--- config.mk ---
export PLATFORM = sky130hd
export DESIGN_NAME = periodic_rate_gen
export DESIGN_NICKNAME = d
export VERILOG_FILES = /design/src/rtl/rpg_pkg.sv /design/src/rtl/rpg_prescale.sv /design/src/rtl/rpg_rate_decode.sv /design/src/rtl/rpg_event.sv /design/src/rtl/periodic_rate_gen.sv
export SDC_FILE = /design/constraint.sdc
export NUM_CORES = 1
export LEC_CHECK = 0
export CORE_ASPECT_RATIO = 1.75
export CORE_MARGIN = 5
export CORE_UTILIZATION = 55
export DETAILED_ROUTE_END_ITERATION = 16
export PLACE_DENSITY = 0.78
export SLEW_MARGIN = 20
export SYNTH_ARGS = -nofsm -noshare
export SYNTH_HDL_FRONTEND = slang
export SYNTH_HIERARCHICAL = 1
export SYNTH_SLANG_ARGS = --single-unit
--- constraint.sdc ---
create_clock -name clk -period 4.5 [get_ports clk]
set_input_delay 0.9 -clock clk [delete_from_list [all_inputs] [get_ports clk]]
set_output_delay 0.9 -clock clk [all_outputs]
set_load 0.01 [all_outputs]
--- src/rtl/rpg_pkg.sv ---
package rpg_pkg;

    // Log2 of the period for a code; -1 when the code switches the generator off.
    function automatic int rpg_period_log2(input int code, input int alias_max,
                                           input int alias_add, input int cnt_w);
        int eff;
        int lg;
        if (code == 0) begin
            return -1;
        end
        eff = (code <= alias_max) ? code + alias_add : code;
        lg  = eff - 1;
        if (lg > cnt_w) begin
            lg = cnt_w;
        end
        return lg;
    endfunction

endpackage

--- src/rtl/rpg_prescale.sv ---
module rpg_prescale #(
    parameter int CNT_W = 14
) (
    input  logic             clk,
    input  logic             rst_n,
    input  logic             tick_i,
    input  logic             hold_i,
    output logic [CNT_W-1:0] cnt_o
);

    typedef struct packed {
        logic [CNT_W-1:0] cnt;
    } pre_t;

    pre_t st_d, st_q;

    always_comb begin
        st_d = st_q;
        if (hold_i) begin
            st_d.cnt = '0;
        end else if (tick_i) begin
            st_d.cnt = st_q.cnt + 1'b1;
        end
    end

    always_ff @(posedge clk) begin
        if (!rst_n) begin
            st_q <= '0;
        end else begin
            st_q <= st_d;
        end
    end

    assign cnt_o = st_q.cnt;


    hold_clears_chk: assert property (@(posedge clk) disable iff (!rst_n)
        hold_i |=> (cnt_o == '0));


    idle_stable_chk: assert property (@(posedge clk) disable iff (!rst_n)
        (!hold_i && !tick_i) |=> $stable(cnt_o));

endmodule

--- src/rtl/rpg_rate_decode.sv ---
module rpg_rate_decode #(
    parameter int CNT_W     = 14,
    parameter int CODE_W    = 4,
    parameter int ALIAS_MAX = 2,
    parameter int ALIAS_ADD = 7
) (
    input  logic [CODE_W-1:0] code_i,
    input  logic              pie_i,
    input  logic              sqwe_i,
    input  logic              hold_i,
    output logic              run_o,
    output logic [CNT_W-1:0]  mask_o
);
    import rpg_pkg::*;

    localparam int EXP_W = $clog2(CNT_W + 1);

    logic [EXP_W-1:0] lg_c;
    logic             on_c;

    always_comb begin
        int lg;
        lg   = rpg_period_log2(int'(code_i), ALIAS_MAX, ALIAS_ADD, CNT_W);
        on_c = (lg >= 0);
        lg_c = on_c ? EXP_W'(lg) : '0;
    end

    for (genvar i = 0; i < CNT_W; i++) begin : g_mask
        assign mask_o[i] = (lg_c > EXP_W'(i));
    end

    assign run_o = on_c && (pie_i || sqwe_i) && !hold_i;

endmodule

--- src/rtl/rpg_event.sv ---
module rpg_event #(
    parameter int CNT_W = 14
) (
    input  logic             clk,
    input  logic             rst_n,
    input  logic             tick_i,
    input  logic             run_i,
    input  logic             pie_i,
    input  logic             sqwe_i,
    input  logic [CNT_W-1:0] cnt_i,
    input  logic [CNT_W-1:0] mask_i,
    output logic             evt_o,
    output logic             flag_o,
    output logic             irq_o,
    output logic             sq_o
);

    typedef struct packed {
        logic evt;
        logic flag;
        logic irq;
        logic sq;
    } ev_t;

    ev_t  st_d, st_q;
    logic fire_c;

    always_comb begin
        fire_c    = tick_i && run_i && ((cnt_i & mask_i) == mask_i);
        st_d.evt  = fire_c;
        st_d.flag = fire_c;
        st_d.irq  = fire_c && pie_i;
        st_d.sq   = fire_c && sqwe_i;
    end

    always_ff @(posedge clk) begin
        if (!rst_n) begin
            st_q <= '0;
        end else begin
            st_q <= st_d;
        end
    end

    assign evt_o  = st_q.evt;
    assign flag_o = st_q.flag;
    assign irq_o  = st_q.irq;
    assign sq_o   = st_q.sq;


    aligned_event_chk: assert property (@(posedge clk) disable iff (!rst_n)
        evt_o |-> ((cnt_i & $past(mask_i)) == '0));


    strobe_cause_chk: assert property (@(posedge clk) disable iff (!rst_n)
        evt_o |-> $past(tick_i));


    single_cycle_chk: assert property (@(posedge clk) disable iff (!rst_n)
        evt_o |=> !evt_o);

endmodule

--- src/rtl/periodic_rate_gen.sv ---
module periodic_rate_gen #(
    parameter int CNT_W     = 14,
    parameter int CODE_W    = 4,
    parameter int ALIAS_MAX = 2,
    parameter int ALIAS_ADD = 7
) (
    input  logic              clk,
    input  logic              rst_n,
    input  logic              strobe_32k_i,
    input  logic              chain_hold_i,
    input  logic [CODE_W-1:0] rate_code_i,
    input  logic              pie_en_i,
    input  logic              sqw_en_i,
    output logic              evt_o,
    output logic              flag_set_o,
    output logic              irq_set_o,
    output logic              sqw_pulse_o
);

    logic [CNT_W-1:0] cnt_w;
    logic [CNT_W-1:0] mask_w;
    logic             run_w;

    rpg_prescale #(.CNT_W(CNT_W)) u_pre (
        .clk    (clk),
        .rst_n  (rst_n),
        .tick_i (strobe_32k_i),
        .hold_i (chain_hold_i),
        .cnt_o  (cnt_w)
    );

    rpg_rate_decode #(
        .CNT_W     (CNT_W),
        .CODE_W    (CODE_W),
        .ALIAS_MAX (ALIAS_MAX),
        .ALIAS_ADD (ALIAS_ADD)
    ) u_dec (
        .code_i (rate_code_i),
        .pie_i  (pie_en_i),
        .sqwe_i (sqw_en_i),
        .hold_i (chain_hold_i),
        .run_o  (run_w),
        .mask_o (mask_w)
    );

    rpg_event #(.CNT_W(CNT_W)) u_evt (
        .clk    (clk),
        .rst_n  (rst_n),
        .tick_i (strobe_32k_i),
        .run_i  (run_w),
        .pie_i  (pie_en_i),
        .sqwe_i (sqw_en_i),
        .cnt_i  (cnt_w),
        .mask_i (mask_w),
        .evt_o  (evt_o),
        .flag_o (flag_set_o),
        .irq_o  (irq_set_o),
        .sq_o   (sqw_pulse_o)
    );


    code_off_chk: assert property (@(posedge clk) disable iff (!rst_n)
        ($past(rate_code_i) == '0) |-> !evt_o);


    enables_off_chk: assert property (@(posedge clk) disable iff (!rst_n)
        (!$past(pie_en_i) && !$past(sqw_en_i)) |-> !evt_o);


    irq_follows_pie_chk: assert property (@(posedge clk) disable iff (!rst_n)
        evt_o |-> (irq_set_o == $past(pie_en_i)) && flag_set_o);


    sq_follows_en_chk: assert property (@(posedge clk) disable iff (!rst_n)
        sqw_pulse_o |-> (evt_o && $past(sqw_en_i)));


    hold_no_event_chk: assert property (@(posedge clk) disable iff (!rst_n)
        $past(chain_hold_i) |-> !evt_o);

endmodule

* After elaboration in Yosys (flattened, before gate mapping)
Cells that the tools add are included.
Storage, ports and cells: flip-flop bits (word level) 17, input bits 10, output and inout port bits 4, word-level logic and storage cells 43
Operators by class: add/subtract/negate cells 3, $lt $le $gt $ge 17, eq/ne operators 1, mux-type cells 6, bitwise operators 2, reduce and logical (&&, ||, !) cells 10
Operators with widths (number):
- $mux 32 | 4
- $ge 32x1->1 const B | 1
- $gt 32x5->1 const B | 1
- $sub 32x2->32 const B | 1
- $gt 4x4->1 const B | 6
- $gt 4x3->1 const B | 4
- $add 14x1->14 const B | 1
- $and 14x14->14 | 1
- $eq 14x14->1 | 1
- $gt 4x1->1 const B | 2
- $gt 4x2->1 const B | 2
- $logic_and 1x1->1 | 6
- $add 4x3->5 const B | 1
- $le 4x2->1 const B | 1
- $logic_not 4->1 | 1
- $mux 4 | 1
- $reduce_or 2->1 | 1
- $logic_not 1->1 | 1
- $logic_or 1x1->1 | 1
- $mux 1 | 1
- $not 1->1 | 1

* Logic depth before layout (Yosys ltp)
Gate-level depths: netlist of run 1.
depth after elaboration 13, gate-level depth with buffers 14, gate-level depth less buffers 14

* Cells and area by module
Netlist of run 1, hierarchy kept.
Modules (own cells, without submodules):
- rpg_prescale | instances 1, cells an instance 73, area an instance 659.4 um^2, sequential area each 280.3 um^2
- rpg_rate_decode | instances 1, cells an instance 52, area an instance 354.1 um^2, sequential area each 0.0 um^2
- rpg_event | instances 1, cells an instance 26, area an instance 236.5 um^2, sequential area each 60.1 um^2

* Least setup slack after synthesis of run 1
No wires, ideal clock.
path kind input to register, start input rate_code_i[0], end register u_evt.st_q, in the netlist u_evt/irq_o, setup time 0.059 ns, arrival 3.011 ns, required time 4.441 ns, setup slack 1.430 ns, stages on the path 14, path buffers 0, cells stage by stage inv_1 -> ha_1 -> or3b_1 -> nand2_1 -> o31ai_1 -> ha_1 -> nor2_1 -> o21ai_0 -> o21bai_1 -> a31oi_1 -> nand2b_1 -> o2111ai_2 -> nor4_4 -> and2_1
On the way: cells in the longest elaborated chain, start to end 13, elaborated cells on any way between the ends 33, those cells by class add/sub (2); order compare (17); eq/ne (1); mux (6); bitwise (1); reduce/logical (6)
Ends and longest elaborated chain:
- start, declared | RTL line periodic_rate_gen.sv:11 | input logic [CODE_W-1:0] rate_code_i,
- $add 4x3->5 or $le 4x2->1 (tied branches) | RTL line rpg_pkg.sv:11 | eff = (code <= alias_max) ? code + alias_add : code;
- $mux 32 | RTL line rpg_pkg.sv:11
- $sub 32x2->32 | RTL line rpg_pkg.sv:12 | lg = eff - 1;
- $gt 32x5->1 | RTL line rpg_pkg.sv:13 | if (lg > cnt_w) begin
- $mux 32 | RTL line rpg_pkg.sv:13
- $mux 32 * | RTL line rpg_pkg.sv:11
- $ge 32x1->1 | RTL line rpg_rate_decode.sv:24 | on_c = (lg >= 0);
- $mux 4 * | RTL line rpg_rate_decode.sv:25 | lg_c = on_c ? EXP_W'(lg) : '0;
- $gt 4x1->1 * | RTL line rpg_rate_decode.sv:29 | assign mask_o[i] = (lg_c > EXP_W'(i));
- named net mask_w[0] | RTL line periodic_rate_gen.sv:21 | logic [CNT_W-1:0] mask_w;
- $and 14x14->14 | RTL line rpg_event.sv:29 | fire_c = tick_i && run_i && ((cnt_i & mask_i) == mask_i);
- $eq 14x14->1 * | RTL line rpg_event.sv:29
- $logic_and 1x1->1 * | RTL line rpg_event.sv:29
- $logic_and 1x1->1 * | RTL line rpg_event.sv:32 | st_d.irq = fire_c && pie_i;
- end signal, assigned | RTL line rpg_event.sv:40 | st_q <= st_d;
- end, declared | RTL line rpg_event.sv:25 | ev_t st_d, st_q;
The timed path passes the listed nets; every way through them passes the cells marked *. A chain may end at the register's enable or synchronous reset.

* Worst setup path in the final report of run 1
Ends and elaborated chain as after synthesis.

==> impl_summary.log, run 1 <==
INFO  metric run_status = completed
INFO  metric cpMaxStageDelayCell = sky130_fd_sc_hd__clkdlybuf4s50_1
INFO  metric multiplexer_share_of_the_synthesized_area = 0.0400
INFO  metric holdBufCountCts = 0
INFO  metric end_kind = flip-flop
INFO  metric final-hold-violation-count = 0
INFO  metric route.vias.total = 1137
INFO  metric synth.ff_latch_count = 17
INFO  metric crit_arrival = 3.89 ns
INFO  metric grt-ovfl-total = 0
INFO  metric combinational_family_with_the_most_area_after_synthesis = simple AND/OR/NAND/NOR gates
INFO  metric detailed_place_hpwl = 2240 um
INFO  metric fillerInstances = 215
INFO  metric maxSlewViolCount = 0
INFO  metric dieWidth = 46.0 um
INFO  metric critical_path.startpoint_type = input pin
INFO  metric final.setup_skew = 0.00251 ns
INFO  metric fin_crit = 3.69 ns
INFO  metric floorplan.die_area = 0.00336 mm^2
INFO  metric synth_top_area_cell = sky130_fd_sc_hd__dfxtp_1
INFO  metric worstHoldPathType = flip-flop to flip-flop
INFO  metric leakage = 0.496 nW
INFO  metric slew_headroom = 0.652
INFO  metric stdcell_area = 0.00142 mm^2
INFO  metric yosysSeqAreaShare = 0.272
INFO  metric p_total = 345 uW
INFO  metric count_of_flip_flops_with_a_built_in_enable_after_synthesis = 0
INFO  metric drt.antenna.violating_nets = 0
INFO  metric gpl_wtd_cong = 0.801
INFO  metric num-nets-final = 177
INFO  metric area_share_of_fa_ha_maj_cells_after_synthesis = 0.0400
INFO  metric critical_path_peak_fanout = 7
INFO  metric cts-buffers-inserted = 3
INFO  metric mapped_cell_area = 0.00125 mm^2
INFO  metric cts-resized-gates = 0
INFO  metric io_buffers = 13
INFO  metric post_detailed_route_drc_marker_count = 0
INFO  metric synthSimpleGateAreaFrac = 0.321
INFO  metric drt-wirelength-per-cell = 15.2 um
INFO  metric fmax = 0.271 GHz
INFO  metric antenna-diode-count = 0
INFO  metric async_flop_share = 0
INFO  metric drt-vias-per-instance = 6.08
INFO  metric synth.area.top_cells = sky130_fd_sc_hd__dfxtp_1, sky130_fd_sc_hd__nand2b_1, sky130_fd_sc_hd__ha_1, sky130_fd_sc_hd__mux2i_1, sky130_fd_sc_hd__nor2_1
INFO  metric clk-insertion-delay-late = 0.25 ns
INFO  metric clk_root_buffer_cell = sky130_fd_sc_hd__clkbuf_8
INFO  metric setup-tns-final = 0 ns
INFO  metric most_frequent_standard_cell_in_the_layout_excluding_fill_and_tap_cells = sky130_fd_sc_hd__dfxtp_1
INFO  metric post_synth_inst_count = 151
INFO  metric family_of_cells_with_the_greatest_summed_delay_on_the_critical_path = simple AND/OR/NAND/NOR gates
INFO  metric layout.cells.most_common_list = sky130_fd_sc_hd__dfxtp_1, sky130_fd_sc_hd__nand2b_1, sky130_fd_sc_hd__clkdlybuf4s50_1, sky130_fd_sc_hd__nor2_1, sky130_fd_sc_hd__nand2_1
INFO  metric postSynth.topFlopCell = sky130_fd_sc_hd__dfxtp_1
INFO  metric post-route-util = 0.632
INFO  metric clock_tree.htree_level_count = 1
INFO  metric synthesized_area_fraction_occupied_by_ao_oa_aoi_and_oai_cells = 0.219
INFO  metric cell_by_cell_trace_of_the_critical_path = clkdlybuf4s50_1 > inv_1 > ha_1 > nand2b_1 > nand2_1 > xnor2_1 > ha_1 > nor2_1 > o21ai_0 > o21bai_1 > a31oi_1 > nand2b_1 > o2111ai_2 > nor4_4 > and2_1
INFO  metric avgSynthCellArea = 8.28 um^2
INFO  metric synth.distinct_cells = 42
INFO  metric timing.setup.critical_path_class = input pin to flip-flop
INFO  metric antenna_violations_before_repair = 0
INFO  metric finalSetupViolCount = 0
INFO  metric placement_rows = 23
INFO  metric synth_nets = 165
INFO  metric detail_route.wirelength = 2840 um
INFO  metric power.ir.vdd_worst = 0.177 mV
INFO  metric area_growth = 13.4%
INFO  metric cp.required = 4.70 ns
INFO  metric power_per_cell_area = 243 mW/mm^2
INFO  metric floorplan.core_area = 0.00224 mm^2
INFO  metric worst-path-buf-inv = 2
INFO  metric max-clock-path-buffers = 2
INFO  metric detailedRoute.firstPassIterationCount = 4
INFO  metric initial_utilization = 0.557
INFO  metric clk_pin_slew_worst_paths = 0.07 ns
INFO  metric yosysTopAreaCellShare = 0.272
INFO  metric post_cts_buffers = 0
INFO  metric worst_path_largest_cell_delay = 0.58 ns
INFO  metric chip_height = 73.1 um
INFO  metric drt_first_iter_violations = 13
INFO  metric post_synth_xor_area_fraction = 0.0420
INFO  metric rsz0062_at_grt = no
INFO  metric floorplan.io_pins = 14
INFO  metric via_count_of_the_first_global_routing_pass = 1170
INFO  metric clock_sink_count = 17
INFO  metric placement.cell_area = 0.00137 mm^2
INFO  metric grtUsageTotal = 0.189
INFO  metric max_cap_violations = 0
INFO  metric cts_tree = yes
INFO  metric drive_above_1_share = 0.105
INFO  metric ys_warn_count = 6
INFO  metric grt_pass1_wl = 4730 um
INFO  metric final_min_period_over_clock_period = 0.821
INFO  metric grt_max_degree = 14
INFO  metric worst-slew-pin-transition = 0.521 ns
==> layer usage <==
metal,vias to the layer above,global-route usage,wire (um)
met3,12,0.00988,96
met2,31,0.360,1590
met1,535,0.175,1030
li1,559,-,-
met4,0,0.127,116
met5,-,0,0
==> sequential cells by signal (all words and copies together), names as in the netlist <==
name and count:
u_evt/irq_o 1, u_pre/cnt_o 14, u_evt/flag_o 1, u_evt/sq_o 1
==> cells by family (layout without fill, tap and decap cells) <==
kind of cell / Yosys count / after routing
adders and majority gates: 4 / 4
muxes: 5 / 5
buffers and inverters: 17 / 28
xor gates and xnor gates: 6 / 6
AOI/OAI and AO/OA: 33 / 33
DFF: 17 / 17
and+or+nand+nor: 69 / 69
==> synthesized netlist by cell type, types with 2 or more instances <==
master and instances:
sky130_fd_sc_hd__dfxtp_1 17, sky130_fd_sc_hd__nand2b_1 14, sky130_fd_sc_hd__nor2_1 13, sky130_fd_sc_hd__nand2_1 11
sky130_fd_sc_hd__inv_1 10, sky130_fd_sc_hd__a21oi_1 7, sky130_fd_sc_hd__and2_1 5, sky130_fd_sc_hd__mux2i_1 5
sky130_fd_sc_hd__nor3_1 5, sky130_fd_sc_hd__o31ai_1 5, sky130_fd_sc_hd__ha_1 4, sky130_fd_sc_hd__nand3_1 4
sky130_fd_sc_hd__o21a_1 4, sky130_fd_sc_hd__or4_1 4, sky130_fd_sc_hd__nor4_1 3, sky130_fd_sc_hd__o2111ai_2 3
sky130_fd_sc_hd__o21ai_0 3, sky130_fd_sc_hd__xnor2_1 3, sky130_fd_sc_hd__xor2_1 3, sky130_fd_sc_hd__a31oi_1 2
sky130_fd_sc_hd__buf_2 2, sky130_fd_sc_hd__buf_4 2, sky130_fd_sc_hd__nand4_1 2, sky130_fd_sc_hd__o21ai_2 2
==> tightest hold or removal path: stages (launching register included) <==
cell and delay [ns]:
sky130_fd_sc_hd__dfxtp_1 0.31, sky130_fd_sc_hd__nand2_1 0.05, sky130_fd_sc_hd__mux2i_1 0.05
==> area by class of cell <==
cell class / instances / area (um^2) / area share
timing repair buffer: 13 / 130 / 0.0918
clock buffer: 3 / 41.3 / 0.0291
multi-input combinational: 117 / 828 / 0.584
clock inverter: 1 / 5.00 / 0.00353
tap: 25 / 31.3 / 0.0221
sequential: 17 / 340 / 0.240
inverter: 11 / 41.3 / 0.0291
==> stage by stage <==
stage                     worst slack [ns]  std cells  hold slack (ns)
after floorplan                       1.43        151            0.438
after global routing                 0.595        187            0.507
after global placement               0.769        183            0.452
final                                0.807        187            0.470
after CTS                            0.833        187            0.474
after detailed placement             0.564        183            0.464
==> final timing paths <==
path | startpoint | end | slack [ns] | cells past startpoint
worst max-delay path | rate_code_i[0] | u_evt/irq_o | 0.81 | 15
worst min-delay path | u_pre/cnt_o[13] | u_pre/cnt_o[13] | 0.47 | 2
worst max register to register | u_pre/cnt_o[0] | u_pre/cnt_o[8] | 2.87 | 4
worst min register to register | u_pre/cnt_o[13] | u_pre/cnt_o[13] | 0.47 | 2
==> where the power goes <==
| part | total [mW] | internal, mW | switching [mW] |
|---|---|---|---|
| sequential | 0.152 | 0.151 | 0.000998 |
| combinational | 0.0792 | 0.0327 | 0.0465 |
| clock | 0.114 | 0.0614 | 0.0524 |
No activity file was read; power rests on OpenSTA's default activity.
==> run 2: changes to the inputs <==
CORE_UTILIZATION = 50   (was 55)
PLACE_DENSITY = 0.75   (was 0.78)
clock period = 3.2 ns   (was 4.5 ns; I/O delays follow)
==> run 2 against run 1 <==
Final area up 8.6%. Total power increased by 47%. Clock skew about the same. Cell count up 5.9%. Largest power group unchanged. Register-to-register slack got worse by 1.3 ns. Utilization down 0.60 points. Sequential share of layout area decreased by 1.9 points. Non-clock buffer count rose by 10. Sequential cell count is the same. Critical path depth down 3. Clock-buffer cell count is the same. Worst setup slack got worse by 0.50 ns.
==> impl_summary.log, run 2 (synthesized netlist as in run 1, its figures left out) <==
INFO  metric holdPathStages = 2
INFO  metric via_count_of_the_first_global_routing_pass = 1124
INFO  metric drt-wirelength-per-cell = 14.9 um
INFO  metric detailed_place_hpwl = 2250 um
INFO  metric final-hold-violation-count = 0
INFO  metric drt-vias-per-instance = 5.89
INFO  metric power_per_cell_area = 330 mW/mm^2
INFO  metric grt_max_degree = 14
INFO  metric cp.required = 3.39 ns
INFO  metric layout.cells.most_common_list = sky130_fd_sc_hd__dfxtp_1, sky130_fd_sc_hd__nand2b_1, sky130_fd_sc_hd__nor2_1
INFO  metric final.setup_skew = 0.00202 ns
INFO  metric instances_no_fill = 198
INFO  metric worst_path_largest_cell_delay = 0.44 ns
INFO  metric cts_tree = yes
INFO  metric stdcell_area = 0.00154 mm^2
INFO  metric grt-ovfl-total = 0
INFO  metric hold_end = u_pre/cnt_o[13]
INFO  metric max-clock-path-buffers = 2
INFO  metric power.ir.vdd_worst = 0.155 mV
INFO  metric clock_tree.htree_level_count = 1
INFO  metric cpMaxStageDelayCell = sky130_fd_sc_hd__clkdlybuf4s50_1
INFO  metric detailedRoute.firstPassIterationCount = 4
INFO  metric drt_first_iter_violations = 16
INFO  metric groute.layer.met1.usage = 0.161
INFO  metric dieWidth = 47.8 um
INFO  metric reg2reg_slack = 1.56 ns
INFO  metric route.vias.total = 1166
INFO  metric worstHoldPathType = flip-flop to flip-flop
INFO  metric floorplan.core_area = 0.00246 mm^2
INFO  metric worst-slew-pin-transition = 0.579 ns
INFO  metric gpl_wtd_cong = 0.880
INFO  metric gr-usage-met3 = 0.0284
INFO  metric relative_contribution_of_combinational_cells_to_total_power = 0.269
INFO  metric p_int = 363 uW
INFO  metric finalSetupViolCount = 0
INFO  metric grt-busiest-layer = met2
INFO  metric final_min_period_over_clock_period = 0.904
INFO  metric maxSlewViolCount = 0
INFO  metric seq_power_share = 0.421
INFO  metric reg2reg_depth = 4
INFO  metric detail_route.wirelength = 2940 um
INFO  metric timing.setup.critical_path_class = input pin to flip-flop
INFO  metric largest_reg_flops = 14
INFO  metric clkPwrFrac = 0.311
INFO  metric initial_utilization = 0.508
INFO  metric floorplan.io_pins = 14
INFO  metric chip_height = 76.1 um
INFO  metric io_buffers = 13
INFO  metric slew_headroom = 0.613
INFO  metric min_from = u_pre/cnt_o[13]
INFO  metric drt.antenna.violating_nets = 0
INFO  metric clk_root_buffer_cell = sky130_fd_sc_hd__clkbuf_8
INFO  metric worst_hold_slack = 0.480 ns
INFO  metric clk_pin_slew_worst_paths = 0.07 ns
INFO  metric leakage = 0.575 nW
INFO  metric post_detailed_route_drc_marker_count = 0
INFO  metric run_status = completed
INFO  metric cell_by_cell_trace_of_the_critical_path = clkdlybuf4s50_1 > or3b_4 > nand2_1 > o31ai_1 > ha_1 > buf_4 > o21a_1 > o21ai_2 > nand2b_1 > o2111ai_2 > nor4_4 > and2_1
INFO  metric post_place_cells = 193
INFO  metric placement_rows = 24
INFO  metric fmax = 0.346 GHz
INFO  metric critical_path_peak_fanout = 6
INFO  metric fin_crit = 2.89 ns
INFO  metric end_kind = flip-flop
INFO  metric global_route.usage.met2 = 0.304
INFO  metric floorplan.die_area = 0.00364 mm^2
INFO  metric most_frequent_standard_cell_in_the_layout_excluding_fill_and_tap_cells = sky130_fd_sc_hd__dfxtp_1
INFO  metric rsz0062_at_grt = no
INFO  metric drive_above_1_share = 0.186
INFO  metric cts-buffers-inserted = 3
INFO  metric antenna_violations_before_repair = 0
INFO  metric placement.cell_area = 0.00145 mm^2
INFO  metric critical_path.startpoint_type = input pin
INFO  metric num-nets-final = 187
INFO  metric worst_r2r_endpoint = u_pre/cnt_o[10]
INFO  metric total_switching_power = 146 uW
INFO  metric clk-insertion-delay-late = 0.25 ns
INFO  metric grt_pass1_wl = 4680 um
INFO  metric clock_sink_count = 17
INFO  metric crit_arrival = 3.08 ns
INFO  metric critPathLaunch = rate_code_i[3]
INFO  metric grtUsageTotal = 0.172
INFO  metric antenna-diode-count = 0
INFO  metric worst_r2r_startpoint = u_pre/cnt_o[0]
INFO  metric sw_frac_of_total = 0.286
INFO  metric max_cap_violations = 0
INFO  metric area_growth = 23.2%
INFO  metric setup-tns-final = 0 ns
==> run 2: final cells by class <==
type                       count  area [um^2]
tap                           26         32.5
inverter                      11         41.3
sequential                    17          340
clock buffer                   3         41.3
fill                         215          922
clock inverter                 1         5.00
timing repair buffer          23          223
multi-input combinational    117          857
==> run 2: per-stage QoR <==
| stage | worst slack, ns | util | total power, mW |
|---|---|---|---|
| after floorplan | 0.390 | - | 0.301 |
| after global placement | -0.120 | 0.590 | 0.340 |
| after detailed placement | -0.203 | 0.590 | 0.344 |
| after CTS | 0.0484 | 0.609 | 0.503 |
| after global routing | 0.202 | 0.626 | 0.534 |
| final | 0.307 | 0.626 | 0.509 |
==> run 2: what timing repair did <==
action / 4_1_cts / 5_1_grt
hold endpoints to repair: 0 / 0
resized for setup: 0 / 9
setup buffers: 0 / 1
hold buffers: 0 / 0
setup endpoints to repair: 0 / 3
==> run 2: worst max path at each step <==
stage	slack (ns)	end	depth (start not counted)
global route	0.20	u_evt/sq_o	14
detailed placement	-0.20	u_evt/sq_o	12
CTS	0.05	u_evt/sq_o	14
finish	0.31	u_evt/sq_o	12
global placement	-0.12	u_evt/sq_o	12
floorplan	0.39	u_evt/irq_o	14
==> run 2: critical path, delay by kind of cell <==
family | cells | cell delay, ns
buffers and inverters | 2 | 0.58
AOI/OAI and AO/OA | 4 | 0.49
adders and majority gates | 1 | 0.30
and+or+nand+nor | 5 | 1.09
==> run 2: power groups by stage <==
stage | Sequential (mW) | Combinational [mW] | Clock, mW
2_1_floorplan | 0.218 | 0.0828 | 0
3_3_place_gp | 0.219 | 0.121 | 0
3_5_place_dp | 0.219 | 0.126 | 0
4_1_cts | 0.214 | 0.128 | 0.161
5_1_grt | 0.214 | 0.149 | 0.170
6_report | 0.214 | 0.137 | 0.158
==> run 2: layer usage <==
metal | share of wire | vias to the layer above
li1 | - | 583
met4 | 0.047 | 0
met1 | 0.35 | 541
met2 | 0.57 | 30
met3 | 0.037 | 12
met5 | 0 | -
